==> config.mk <==
export PLATFORM = sky130hd
export DESIGN_NAME = pulse_trim
export DESIGN_NICKNAME = d
export VERILOG_FILES = /design/src/rtl/pulse_trim_pkg.sv /design/src/rtl/pt_sync2.sv /design/src/rtl/pt_delay_line.sv /design/src/rtl/pt_trim_gate.sv /design/src/rtl/pulse_trim.sv
export SDC_FILE = /design/constraint.sdc
export NUM_CORES = 1
export LEC_CHECK = 0
export BUFFER_PORTS_ARGS = -buffer_cell sky130_fd_sc_hd__buf_2
export CORE_MARGIN = 1.5
export CORE_UTILIZATION = 50
export DETAILED_ROUTE_END_ITERATION = 8
export PLACE_DENSITY = 0.72
export SYNTH_ARGS = -nofsm -noshare
export SYNTH_HDL_FRONTEND = slang
export SYNTH_SLANG_ARGS = --single-unit
==> constraint.sdc <==
create_clock -name clk -period 2 [get_ports clk]
set_clock_uncertainty 0.15 [all_clocks]
set_input_delay 0.1 -clock clk [delete_from_list [all_inputs] [get_ports clk]]
set_output_delay 0.1 -clock clk [all_outputs]
set_load 0.02 [all_outputs]
==> src/rtl/pulse_trim_pkg.sv <==
package pulse_trim_pkg;

  typedef enum logic [1:0] {
    TRIM_SHORT  = 2'b00,
    TRIM_MID    = 2'b01,
    TRIM_LONG   = 2'b10,
    TRIM_BYPASS = 2'b11
  } trim_mode_e;

  // Delay in cycles for a given mode; bypass has no limit and returns 0.
  function automatic int unsigned tap_cycles(input trim_mode_e mode,
                                             input int unsigned len_s,
                                             input int unsigned len_m,
                                             input int unsigned len_l);
    case (mode)
      TRIM_SHORT: return len_s;
      TRIM_MID:   return len_m;
      TRIM_LONG:  return len_l;
      default:    return 0;
    endcase
  endfunction

  // Gate a pulse with the inverse of its delayed copy, unless passing.
  function automatic logic gate_pulse(input logic src,
                                      input logic delayed,
                                      input logic pass);
    return pass ? src : (src & ~delayed);
  endfunction

  function automatic int unsigned max3(input int unsigned a,
                                       input int unsigned b,
                                       input int unsigned c);
    int unsigned m;
    m = (a > b) ? a : b;
    return (m > c) ? m : c;
  endfunction

endpackage

==> src/rtl/pt_sync2.sv <==
module pt_sync2 (
  input  logic clk,
  input  logic rst,
  input  logic d,
  output logic q
);
  logic meta_q;
  logic stab_q;

  always_ff @(posedge clk) begin
    if (rst) begin
      meta_q <= 1'b0;
      stab_q <= 1'b0;
    end else begin
      meta_q <= d;
      stab_q <= meta_q;
    end
  end

  assign q = stab_q;

  // output is the input seen two edges earlier
  p_sync_lag_r2: assert property (@(posedge clk) disable iff (rst)
    (!$past(rst) && !$past(rst, 2)) |-> (q == $past(d, 2)));

endmodule

==> src/rtl/pt_delay_line.sv <==
module pt_delay_line #(
  parameter int unsigned LEN_S = 8,
  parameter int unsigned LEN_M = 16,
  parameter int unsigned LEN_L = 24
) (
  input  logic       clk,
  input  logic       rst,
  input  logic       din,
  output logic [2:0] taps
);
  import pulse_trim_pkg::*;

  localparam int unsigned DEPTH = max3(LEN_S, LEN_M, LEN_L);

  logic [DEPTH-1:0] stage_q;

  // stage 0 takes the input, each later stage takes its neighbour
  always_ff @(posedge clk) begin
    if (rst) begin
      stage_q <= '0;
    end else begin
      stage_q[0] <= din;
      for (int i = 1; i < DEPTH; i++) begin
        stage_q[i] <= stage_q[i-1];
      end
    end
  end

  assign taps[0] = stage_q[LEN_S-1];
  assign taps[1] = stage_q[LEN_M-1];
  assign taps[2] = stage_q[LEN_L-1];

endmodule

==> src/rtl/pt_trim_gate.sv <==
module pt_trim_gate #(
  parameter int unsigned LEN_S = 8,
  parameter int unsigned LEN_M = 16,
  parameter int unsigned LEN_L = 24
) (
  input  logic                        clk,
  input  logic                        rst,
  input  logic                        src,
  input  logic [2:0]                  taps,
  input  pulse_trim_pkg::trim_mode_e  mode,
  output logic                        dout
);
  import pulse_trim_pkg::*;

  localparam int unsigned MAXLEN = max3(LEN_S, LEN_M, LEN_L);
  localparam int unsigned RUN_W  = $clog2(MAXLEN + 2) + 1;
  localparam logic [RUN_W-1:0] RUN_MAX = '1;

  logic picked;
  logic pass;

  always_comb begin
    case (mode)
      TRIM_SHORT: picked = taps[0];
      TRIM_MID:   picked = taps[1];
      TRIM_LONG:  picked = taps[2];
      default:    picked = 1'b0;
    endcase
  end

  assign pass = (mode == TRIM_BYPASS);
  assign dout = gate_pulse(src, picked, pass);

  // Run-length monitor: consecutive high output cycles under one mode.
  logic [RUN_W-1:0] run_q;
  logic [RUN_W-1:0] run_next;
  trim_mode_e       mode_prev_q;
  logic             mode_changed;

  assign mode_changed = (mode != mode_prev_q);

  always_comb begin
    if (!dout)
      run_next = '0;
    else if (mode_changed)
      run_next = RUN_W'(1);
    else if (run_q == RUN_MAX)
      run_next = run_q;
    else
      run_next = run_q + RUN_W'(1);
  end

  always_ff @(posedge clk) begin
    if (rst) begin
      run_q       <= '0;
      mode_prev_q <= TRIM_SHORT;
    end else begin
      run_q       <= run_next;
      mode_prev_q <= mode;
    end
  end

  // under a fixed tap, no output run exceeds the tap length
  p_run_bound_r3: assert property (@(posedge clk) disable iff (rst)
    (dout && !pass) |-> (int'(run_next) <= int'(tap_cycles(mode, LEN_S, LEN_M, LEN_L))));

endmodule

==> src/rtl/pulse_trim.sv <==
module pulse_trim #(
  parameter int unsigned NUM_CH = 4,
  parameter int unsigned LEN_S  = 8,
  parameter int unsigned LEN_M  = 16,
  parameter int unsigned LEN_L  = 24
) (
  input  logic              clk,
  input  logic              rst,
  input  logic [NUM_CH-1:0] pulse_in,
  input  logic [1:0]        trim_sel,
  output logic [NUM_CH-1:0] pulse_out
);
  import pulse_trim_pkg::*;

  trim_mode_e mode_q;

  always_ff @(posedge clk) begin
    if (rst) mode_q <= TRIM_SHORT;
    else     mode_q <= trim_mode_e'(trim_sel);
  end

  logic [NUM_CH-1:0] synced;

  for (genvar c = 0; c < NUM_CH; c++) begin : g_ch
    logic [2:0] ch_taps;

    pt_sync2 u_sync (
      .clk (clk),
      .rst (rst),
      .d   (pulse_in[c]),
      .q   (synced[c])
    );

    pt_delay_line #(.LEN_S(LEN_S), .LEN_M(LEN_M), .LEN_L(LEN_L)) u_dly (
      .clk  (clk),
      .rst  (rst),
      .din  (synced[c]),
      .taps (ch_taps)
    );

    pt_trim_gate #(.LEN_S(LEN_S), .LEN_M(LEN_M), .LEN_L(LEN_L)) u_gate (
      .clk  (clk),
      .rst  (rst),
      .src  (synced[c]),
      .taps (ch_taps),
      .mode (mode_q),
      .dout (pulse_out[c])
    );

    // in pass mode the output follows the raw input two edges later
    p_pass_follow_r6: assert property (@(posedge clk) disable iff (rst)
      (!$past(rst) && !$past(rst, 2) && mode_q == TRIM_BYPASS)
        |-> (pulse_out[c] == $past(pulse_in[c], 2)));
  end

  // the cycle after reset drops, every output is clear
  p_reset_clear_r11: assert property (@(posedge clk) disable iff (rst)
    $past(rst) |-> (pulse_out == '0));

endmodule

==> results.toml <==
[sta]
setup_violations = 0
rsz0062_at_grt = "false"
max_slew.worst_pin.slew_ns = 0.394
drv_slew = 0
final.setup.tns_ns = 0
slew_headroom = 0.738
finalHoldViolCount = 0
min_period_ns = 1.69
fin_crit_sh = 0.844
max_freq_ghz = 0.593

[global_route]
grt_pass1_vias = 1303
grt_pass1_wl_um = 5800
grt_max_degree = 107
gr-total-overflow = 0
track_usage = 0.124
antenna_found_initial = 0

[cells_and_area]
regArea_um2 = 2120
syn_to_final_growth_pct = 9.28
utilization = 0.561
antenna_cells = 0
nets = 261
drive_above_1_share = 0.105
multiInputGateArea_um2 = 771
fill_cells = 494

[detailed_routing]
routedWlPerCell_um = 10.2
routed_wirelength_um = 3390
ant_nets = 0
first_iter_violations = 49
drt_first_pass_iters = 2
vias_per_cell = 4.28
vias = 1425
drc = 0

[clock_network]
cts_inserted_buffers = 9
cts.sinks = 106
cts_root_buf = "clkbuf_8"
htreeDepth = 3
clk_latency_ns = 0.35
path_clk_slew_ns = 0.09
cts_tree = "yes"
post-cts-setup-buffers = 0
hold_buffers = 6
cts_resized = 0
clockBufferDepth = 2

[floorplanning]
die_x_um = 80.5
fp.dieArea_um2 = 6490
die_h_um = 80.5
start_util = 0.514
ios = 12
fp.coreArea_um2 = 5850
num_rows = 28

[synthesis]
synth_top_cell_by_area = "dfxtp_1"
avgSynthCellArea_um2 = 12.5
synth-simple-area-share = 0.229
synth_xor_area_frac = 0
synthCells = 241
ys_ff_latch = 106
synthMuxAreaShare = 0.0133
synth_top_area_frac = 0.706
yosysSeqAreaShare = 0.706
ys_top_cells_by_area = "dfxtp_1 (71%), nor2b_1 (22%), buf_4 (2.7%)"
synth_area_um2 = 3010
yosysWarnings = 0
synth_compound_area_frac = 0.0137
synthAdderAreaFrac = 0
yosysUniqueCellTypes = 9
synth_top_family_by_area = "simple AND/OR/NAND/NOR gates"
syn_nets = 249

[place]
place_hpwl_um = 1720
gp_congestion = 0.681
io_buffers = 11

[setup_path]
cpMaxStageDelayCell = "dfxtp_1"
cpPeakStageDelay_ns = 0.51
cp_top_family = "flip-flops"
required_ns = 1.75
worst_ep_arrival_time_ns = 1.44
crit_buf_inv = 1
path_class = "flop to primary output"
crit_chain = "mux2i_1 -> o221a_2 -> buf_2"
critPathMaxFanout = 8
critPathCaptureType = "primary output"
worst_setup_path_start_kind = "flop"

[power]
power_density_nw_per_um2 = 1000
leakage_uw = 0.00131
irDropWorstVdd_v = 0.000599

[status]
status = "completed"

[hold_path]
hold_path_class = "primary input to flop"

[run]
cap_viol_max_count = 0
power breakdown:
part,internal (µW),total (µW),switching (µW)
registers,2120,2130,9.15
logic,31.2,72.1,40.9
clock network,449,1090,638
total,2600,3290,688
stage by stage:
step	cell area, µm²	hold WS [ns]	setup WS, ns	std cells	total power, µW
floorplan	3010	0.0782	0.840	241	2240
global placement	3060	0.160	0.702	311	2250
detailed placement	3060	0.166	0.668	311	2250
CTS	3280	0.105	0.267	333	3340
global route	3280	0.131	0.207	333	3430
finish	3280	0.110	0.312	333	3290
cells in the final DEF, fill, tap and decap left out, drive strengths merged:
cell type and n:
o211a 3, buf 12, o221a 1, clkbuf 11
clkinvlp 1, dfxtp 106, mux2i 4, dlygate4sd3 6
nor2b 106, nand3b 3, nand2 1, clkinv 4
synthesized netlist by cell type:
cell      instances
dfxtp_1         106
mux2i_1           4
nand2_1           1
o211a_1           3
buf_2             6
buf_4            11
nand3b_1          3
nor2b_1         106
o221a_2           1
kinds of logic after synthesis:
group | Yosys count
buf+inv | 17
compound gates | 4
flops | 106
simple gates | 110
mux | 4
worst paths after layout:
path,slack (ns),endpoint,startpoint,cells past startpoint
worst max-delay path,0.31,pulse_out[0],mode_q[1]$_SDFF_PP0_,3
worst min-delay path,0.11,g_ch[3].u_dly.stage_q[2]$_SDFF_PP0_,rst,3
worst max register to register,1.27,g_ch[3].u_dly.stage_q[0]$_SDFF_PP0_,g_ch[3].u_sync.q$_SDFF_PP0_,1
worst min register to register,0.29,g_ch[2].u_dly.stage_q[21]$_SDFF_PP0_,g_ch[2].u_dly.stage_q[20]$_SDFF_PP0_,1
cell type report:
class,instances,share of cell area
clock inverters,5,0.00952
well taps,75,0.0286
flip-flops and latches,106,0.646
clock buffers,11,0.0400
multi-input cells,118,0.235
repair buffers,18,0.0411
flip-flops by register name, indices dropped and copies added (netlist names):
name,cells
g_ch.u_dly.stage_q,96
mode_q,2
g_ch.u_sync.q,4
g_ch.u_sync.meta_q,4
layer usage:
layer	part of all wire	track usage
met1	0.54	0.161
met5	0	0
met2	0.41	0.171
met3	0.027	0.0341
met4	0.023	0.103
worst min-delay path, cell delays in order:
cell and delay, ns:
buf_2 0.11, buf_12 0.23, nor2b_1 0.13
Note: power is estimated with default switching activity, not from simulation.
